[config.mk]
export PLATFORM = sky130hd
export DESIGN_NAME = updown_deglitch
export DESIGN_NICKNAME = d
export VERILOG_FILES = /design/src/rtl/updown_deglitch.sv
export SDC_FILE = /design/constraint.sdc
export NUM_CORES = 1
export LEC_CHECK = 0
export ABC_CLOCK_PERIOD_IN_PS = 1700
export BUFFER_PORTS_ARGS = -buffer_cell sky130_fd_sc_hd__buf_2
export CAP_MARGIN = 25
export CORE_MARGIN = 2
export CORE_UTILIZATION = 30
export CTS_CLUSTER_SIZE = 25
export DETAILED_ROUTE_END_ITERATION = 12
export MAX_ROUTING_LAYER = met4
export SYNTH_ARGS = -nofsm -noshare
export SYNTH_HDL_FRONTEND = slang
export SYNTH_SLANG_ARGS = --single-unit
export TNS_END_PERCENT = 20
[constraint.sdc]
create_clock -name clk -period 1.7 [get_ports clk]
set_clock_uncertainty 0.05 [all_clocks]
set_input_delay 0.425 -clock clk [delete_from_list [all_inputs] [get_ports clk]]
set_output_delay 0.425 -clock clk [all_outputs]
set_load 0.02 [all_outputs]
[src/rtl/updown_deglitch.sv]
module updown_deglitch #(
  parameter int CNT_W       = 4,
  parameter int SYNC_STAGES = 2,
  parameter int SEL_W       = 2
) (
  input  logic             clk,
  input  logic             rst_n,
  input  logic [SEL_W-1:0] div_sel,
  input  logic             raw_in,
  output logic             filt_out
);
  localparam int PRE_W = (1 << SEL_W) - 1;
  localparam logic [CNT_W-1:0] CNT_MAX = '1;
  localparam logic [CNT_W-1:0] CNT_MIN = '0;

  logic [SYNC_STAGES-1:0] sync_q;
  logic [PRE_W-1:0]       pre_q;
  logic [PRE_W-1:0]       pre_mask;
  logic [PRE_W:0]         sel_bit;
  logic [CNT_W-1:0]       cnt_q;
  logic                   line;
  logic                   tick;

  assign sel_bit  = (PRE_W+1)'(1) << div_sel;
  assign pre_mask = PRE_W'(sel_bit - 1'b1);
  assign tick     = (pre_q & pre_mask) == pre_mask;
  assign line     = sync_q[SYNC_STAGES-1];

  always_ff @(posedge clk or negedge rst_n)
    if (!rst_n) sync_q <= '1;
    else        sync_q <= {sync_q[SYNC_STAGES-2:0], raw_in};

  always_ff @(posedge clk or negedge rst_n)
    if (!rst_n) pre_q <= '0;
    else        pre_q <= pre_q + 1'b1;

  always_ff @(posedge clk or negedge rst_n)
    if (!rst_n) begin
      cnt_q    <= CNT_MAX;
      filt_out <= 1'b1;
    end else if (tick) begin
      if (line) begin
        if (cnt_q == CNT_MAX) filt_out <= 1'b1;
        else                  cnt_q    <= cnt_q + 1'b1;
      end else begin
        if (cnt_q == CNT_MIN) filt_out <= 1'b0;
        else                  cnt_q    <= cnt_q - 1'b1;
      end
    end

  p_reset_state_r1: assert property (@(posedge clk)
    !rst_n |=> (filt_out && cnt_q == CNT_MAX));

  p_fall_at_floor_r4: assert property (@(posedge clk) disable iff (!rst_n)
    $fell(filt_out) |-> ($past(cnt_q) == CNT_MIN && !$past(line)));

  p_rise_at_top_r5: assert property (@(posedge clk) disable iff (!rst_n)
    $rose(filt_out) |-> ($past(cnt_q) == CNT_MAX && $past(line)));

  p_no_wrap_top_r6: assert property (@(posedge clk) disable iff (!rst_n)
    ($past(cnt_q) == CNT_MAX && $past(line)) |-> cnt_q == CNT_MAX);

  p_no_wrap_floor_r6: assert property (@(posedge clk) disable iff (!rst_n)
    ($past(cnt_q) == CNT_MIN && !$past(line)) |-> cnt_q == CNT_MIN);

  p_single_step_r7: assert property (@(posedge clk) disable iff (!rst_n)
    (cnt_q == $past(cnt_q) || cnt_q == CNT_W'($past(cnt_q) + 1'b1) ||
     cnt_q == CNT_W'($past(cnt_q) - 1'b1)));

  p_idle_between_ticks_r8: assert property (@(posedge clk) disable iff (!rst_n)
    !$past(tick) |-> ($stable(cnt_q) && $stable(filt_out)));
endmodule

==> results list, run 1 <==
* Proportion of layout cells with a drive suffix above 1: 45.1%
- Average wire per standard cell: 12.1 µm
* Number of distinct standard cells referenced by the synthesized netlist: 19
* Number of flip-flops and latches in the synthesized netlist: 10
- Total GRT Usage: 11.2%
* Headroom to the max-slew limit: 78.3%
- For this design the ratio of total power to cell area is 1460 nW/µm².
- Total number of placement rows: 14
- The completed layout was analyzed and its total power is 0.903 mW.
- Reg-to-reg endpoint: cnt_q[3]
* Worst VDD drop: 0.558 mV
- The number of nets handed over by synthesis was 46.
* Final core utilization: 40.9%
- Post-layout min period: 1.67 ns
* Post-detailed-route DRC marker count: 0
* Cells after Synth: 37
- The setup path with the least slack is of type flop to flop.
- In the routed layout, each cell is associated on average with a via count of 4.72.
- Clk sinks: 10
- Antenna Violating Nets Remaining: 0
- The worst register-to-register path begins at sync_q[1].
- The share of total power dissipated in the clock network is 18.1%.
- Yosys printed 0 warnings.
- Layout overhead on the synthesized area: 27.7%
- Clock-pin slew on the worst setup and hold paths: 0.07 ns
- Cell depth of the worst min-delay path: 1
* Net Switching: 0.282 mW
- Setup repair after global routing could not meet its margin everywhere.
- The number of clock buffers added by TritonCTS is 3.
- In this run the tool buffered the top-level ports with 5 buffer cells.
- Req. time, crit path: 1.84 ns
* Origin of the worst min-delay path: raw_in
- Routability-driven placement finished with a final weighted congestion of 0.809.
* Type of the worst min-delay path: input port to flop
- Routed WL: 810 µm
* Leading cell types by total area after synthesis: dfstp_2, dfrtp_1, ha_1
- Antenna violations before repair: 0
- Cell area after synthesis: 483 µm²
* Data arrival time of the critical path: 1.81 ns
- Setup violations remaining at the end of the flow were counted as 0.
- For the pin with the worst max-slew slack, the measured transition is 0.317 ns.
- Register-to-register path setup slack: 0.03 ns
- The worst path uses 98.0% of the clock period.
- Clock tree from TritonCTS: done
- Most frequent cells in the layout: dfstp_2, buf_2, buf_4
- Net switching fraction of the power: 31.2%
- The later pin in the worst-skew pair is clocked with a latency of 0.26 ns.
* Part of the total power dissipated in combinational logic: 34.5%
- For this design the static power due to leakage is 0.276 nW.
* Cell-internal power: 0.622 mW
- The net count of the finished layout is 61.
* Largest net degree at the start of global routing: 11
- The initial utilization of the core area, before any placement, comes to 32.1%.
- Worst-case hold slack: 0.207 ns
- For this run the aggregate overflow at the end of global routing stands at 0.
* Drt first-iter violations: 4
- The top cell type by area accounts for 38.1% of the synthesized area.
- STA classifies the critical path startpoint as a flop.
- Total number of vias: 316
- Antenna Diode Count: 0
- The floorplan step set the die width to 44.1 µm.
* Max-cap violations: 0
* Die Height: 44.1 µm
* Sequential share of the synthesized area: 53.6%
* Worst-path fanout max: 5
* Number of pins exceeding their max-slew limit in the final report: 0
- Maximum operating frequency: 0.600 GHz
- The worst register-to-register path has a depth of 6.
* Global-route wire length before repair: 1470 µm
* Yosys top cell by area: dfstp_2
- Number of search-and-repair iterations in the first detailed-routing pass: 2
- Part of the power in registers: 47.4%
* Run status: completed
- 6 I/O pins were placed.
- Overall die area: 1950 µm²
* Via count of the first global-routing pass: 328
- STA classifies the critical path endpoint as a flop.
* Most common cell after layout, fill and taps aside: dfstp_2
- The final number of hold-violating endpoints came to 0.
* Largest buffer count on any clock path: 2
* Worst Hold Endpoint: sync_q[0]
- The total area inside the core boundary comes to 1510 µm².
- Avg Cell Area, Syn: 13.1 µm²
* CTS Root Buffer Type: clkbuf_4
- CTS built an H-tree with a depth of 1.
## per-layer routing
layer | wire, µm | vias to the layer above | share of wire, % | GRT usage (%)
li1 | - | 159 | - | -
met1 | 378 | 151 | 47 | 13.7
met2 | 404 | 4 | 50 | 15.6
met3 | 13 | 2 | 1.6 | 3.67
met4 | 14 | 0 | 1.7 | 7.27
met5 | 0 | - | 0 | -
## cells by family (layout without fill, tap and decap cells)
kind of cell / count (synthesis) / after routing / share of synthesized area [%]
XOR/XNOR: 4 / 4 / 7.26
adder cells (fa/ha/maj): 4 / 4 / 11.9
buffers and inverters: 3 / 17 / 2.33
multiplexers: 4 / 4 / 9.07
AND/OR/NAND/NOR: 7 / 7 / 9.85
AO/OA/AOI/OAI: 5 / 5 / 5.96
flip-flops: 10 / 10 / 53.6
## layout make-up
class / instances / area [µm²]
fillers: 154 / 890
flip-flops and latches: 10 / 259
multi-input cells: 24 / 235
repair buffers: 10 / 65.1
clock buffers: 4 / 26.3
well taps: 16 / 20.0
inverters: 3 / 11.3
## what timing repair did
| action | CTS | global route |
|---|---|---|
| setup endpoints to repair | 1 | 3 |
| endpoints found under the hold margin | 3 | 0 |
| gates resized for setup | 2 | 1 |
| setup buffers | 0 | 0 |
| gates cloned | 0 | 0 |
| hold buffers | 1 | 0 |
## state kept, by name (all words and copies together) (netlist names)
register / count
pre_q: 3
sync_q: 2
filt_out: 1
cnt_q: 4
## metrics by stage
step	setup TNS, ns	worst slack, ns	std cells	cell area, µm²
5_1_grt	-0.198	-0.0948	67	617
3_5_place_dp	-0.0483	-0.0483	62	558
6_report	0	0.0342	67	617
4_1_cts	0	0.00479	67	611
3_3_place_gp	0	0.00257	62	558
2_1_floorplan	0	0.0582	37	483
## power by group through the flow
stage,Combinational [mW],Sequential [mW],Clock (mW)
final,0.312,0.428,0.164
after global routing,0.364,0.440,0.189
after CTS,0.305,0.429,0.174
after detailed placement,0.279,0.427,0
after global placement,0.273,0.426,0
after floorplan,0.189,0.430,0
## cells in the mapped netlist, drive strengths merged
cell type / number
o2111ai: 1
nand3b: 1
fa: 1
and4: 1
ha: 3
and3: 1
inv: 3
nor4: 1
dfstp: 7
nand3: 2
mux2: 3
dfrtp: 3
mux2i: 1
o21ai: 2
nor2b: 1
xnor2: 2
a21oi: 2
xor2: 2
## worst max-delay path by stage
stage	to	slack, ns	from	cells after the start
finish	cnt_q[3]	0.03	sync_q[1]	6
global route	cnt_q[3]	-0.09	sync_q[1]	6
CTS	cnt_q[3]	0.005	sync_q[1]	6
detailed placement	cnt_q[3]	-0.05	sync_q[1]	6
floorplan	cnt_q[3]	0.06	sync_q[1]	6
global placement	cnt_q[3]	0.003	sync_q[1]	6
## critical path, cell delays in order (launching register included)
cell and delay, ns:
dfstp_2 0.52, inv_1 0.12, ha_1 0.31, nand3_1 0.10
a21oi_1 0.20, o2111ai_2 0.16, xnor2_1 0.16
No activity file was read; power rests on OpenSTA's default activity.
==> inputs of run 2 (changes only) <==
--- a/config.mk
+++ b/config.mk
@@ -8,11 +8,12 @@
 export ABC_CLOCK_PERIOD_IN_PS = 1700
 export BUFFER_PORTS_ARGS = -buffer_cell sky130_fd_sc_hd__buf_2
 export CAP_MARGIN = 25
-export CORE_MARGIN = 2
-export CORE_UTILIZATION = 30
+export CORE_AREA = 2 2 39 41
 export CTS_CLUSTER_SIZE = 25
 export DETAILED_ROUTE_END_ITERATION = 12
+export DIE_AREA = 0 0 41 43
 export MAX_ROUTING_LAYER = met4
+export PLACE_DENSITY_LB_ADDON = 0.2
 export SYNTH_ARGS = -nofsm -noshare
 export SYNTH_HDL_FRONTEND = slang
 export SYNTH_SLANG_ARGS = --single-unit
==> run 2 against run 1 <==
Critical path depth stayed put. Sequential power grew 1%. Setup slack gained 0.024 ns. Largest cell class unchanged. Critical endpoint unchanged. Utilization increased by 5.7 points. Clock power rose by 27%. Sequential cell count unchanged. Via count increased by 6.0%. Cell count shrank 1.5%.
==> results list, run 2 (synthesized netlist as in run 1, its figures left out) <==
- Run status: completed
- The worst ir drop on vdd came to 0.710 mV (+27%).
- Average vias per placed instance: 5.08 (+7.6%)
- More flip-flops sit in one register than any other, and that register is cnt_q.
* Post-detailed-route DRC marker count: 0 (unchanged)
* Via count of the first global-routing pass: 328 (unchanged)
* Total GRT Usage: 12.1% (+0.89 points)
* Biggest registers after layout: cnt_q: 4 flops, pre_q: 3 flops, sync_q: 2 flops
- The power per cell area is 1560 nW/µm² (+6.4%).
- Worst-path fanout max: 5 (unchanged)
* Static leakage: 0.280 nW (+1.2%)
- Headroom to the max-slew limit: 69.3% (-9.0 points)
- Clock latency on the worst-skew pair: 0.26 ns (about the same)
- Clock tree from TritonCTS: done
- Initial standard-cell utilization of the core: 34.9% (+2.8 points)
- The wire length of the first global-routing pass came to 1300 µm (-11%).
- Clock-pin slew on the worst setup and hold paths: 0.06 ns (about the same)
- STA classifies the critical path startpoint as a flop.
- Final number of setup-violating endpoints: 0 (unchanged)
* Largest buffer count on any clock path: 2 (unchanged)
* Worst Hold Endpoint: sync_q[0]
- The number of ports placed on the die boundary came to 6 (unchanged).
- The flip-flop count of the largest register after layout came to 4 (unchanged).
- Number of hold violations in the final report: 0 (unchanged)
- The number of antenna violations at the first check in global routing is 0 (unchanged).
* Drt first-iter violations: 3 (-1)
* Area of the core: 1380 µm² (-8.1%)
- Post-layout min period: 1.64 ns (-0.0236 ns)
- The final antenna diode count was 0 (unchanged).
- Req. time, crit path: 1.84 ns (about the same)
- Total number of vias: 335 (+6.0%)
* Die Span X: 41 µm (-7.1%)
* Num CTS Buffers: 3 (unchanged)
* Slew at the pin closest to its max-slew limit: 0.456 ns (+0.140 ns)
* Total number of placement rows: 14 (unchanged)
- The final cycle utilization of the critical path was 96.6% (-1.4 points).
- In this run the critical register-to-register path is captured at cnt_q[3].
- The setup slack of the most critical reg-to-reg path came to 0.06 ns (+0.02 ns).
* Most frequent cells in the layout: dfstp_2, buf_2
* Number of placed instances with taps included: 60 (-3.2%)
- H-tree depth: 1 (unchanged)
- STA classifies the critical path endpoint as a flop.
- In this run the critical register-to-register path is launched from sync_q[1].
- The maximum operating frequency came to 0.609 GHz (+1.4%).
- The worst-case reg-to-reg path depth came to 6 (unchanged).
* Global route total overflow: 0 (unchanged)
- Non-filler cells in the finished layout: 66 (-1.5%)
- The number of buffers added on ports came to 5 (unchanged).
- The final core utilization was 46.7% (+5.7 points).
- Proportion of layout cells with a drive suffix above 1: 56.0% (+11 points)
- Routed WL: 805 µm (-0.62%)
- The worst hold path stage count was 1 (unchanged).
- The die area is 1760 µm² (-9.5%).
- The min-delay analysis places its worst path in the category input port to flop.
- Number of pins exceeding their max-slew limit in the final report: 0 (unchanged)
- The maximum number of pins on one net before global-route repair is 11 (unchanged).
* RSZ-0062 raised after global routing: true
- The average wire length per cell after detail routing is 12.2 µm (+0.89%).
- The worst hold path begins at raw_in.
* Clk sinks: 10 (unchanged)
- The library cell used most frequently in the layout, excluding fill and tap cells, is dfstp_2.
- CTS Root Buffer Type: clkbuf_4
* Layout overhead on the synthesized area: 33.7%
- Layout net count: 60 (-1.6%)
* Number of search-and-repair iterations in the first detailed-routing pass: 2 (unchanged)
- The number of antenna-violating nets in the routed design was 0 (unchanged).
* Die Height: 43 µm (-2.5%)
- GPL Wtd Cong: 0.734 (-9.3%)
- Detailed placement ended at an HPWL of 558 µm.
- The setup path with the least slack is of type flop to flop.
- The total negative setup slack came to 0 ns (unchanged).
- The data arrival time of the critical path was 1.78 ns (-0.03 ns).
- Max-cap violations: 0 (unchanged)
run 2: layout make-up:
cell class                      instances  area [µm²]
Tap cell                               16        20.0
Sequential cell                        10         259
Fill cell                             136         738
Clock buffer                            4        36.3
Multi-Input combinational cell         24         259
Inverter                                3        13.8
Timing Repair Buffer                    9        57.6
run 2: per-layer routing:
layer  GRT usage [%]  vias up  wire length, µm
met5               -        -                0
met3            3.14        5               28
met2            17.2        8              434
li1                -      156                -
met1            13.3      166              315
met4            10.0        0               26
run 2: worst max-delay path by stage:
stage                    from        to  slack (ns)  cells after the start
floorplan           sync_q[1]  cnt_q[3]        0.06                      6
global placement    sync_q[1]  cnt_q[3]       0.003                      6
detailed placement  sync_q[1]  cnt_q[3]       -0.03                      6
CTS                 sync_q[1]  cnt_q[3]        0.06                      6
global route        sync_q[1]  filt_out       -0.02                      5
finish              sync_q[1]  cnt_q[3]        0.06                      6
run 2: metrics by stage:
step	instance area, µm²	setup WS, ns	power, mW	hold slack [ns]
floorplan	483	0.0582	0.619	0.0794
global placement	543	0.00251	0.701	0.234
detailed placement	543	-0.0271	0.708	0.239
CTS	602	0.0612	0.946	0.192
global route	646	-0.0245	1.08	0.190
finish	646	0.0578	1.01	0.204
run 2: what timing repair did:
item,in CTS,in global routing
gates resized for setup,2,8
hold buffers,1,0
endpoints found under the hold margin,3,0
pin swaps,1,1
buffers inserted,0,1
setup endpoints to repair,1,3
run 2: worst max-delay path: stages (launching register included):
cell       delay, ns
dfstp_2         0.55
inv_4           0.06
ha_2            0.30
nand3_1         0.10
and3_4          0.19
o2111ai_2       0.17
xnor2_1         0.14
run 2: report_power, final:
group | switching, mW | internal (mW)
Sequential | 0.0798 | 0.355
Clock | 0.0777 | 0.130
Combinational | 0.152 | 0.212
Total | 0.309 | 0.697
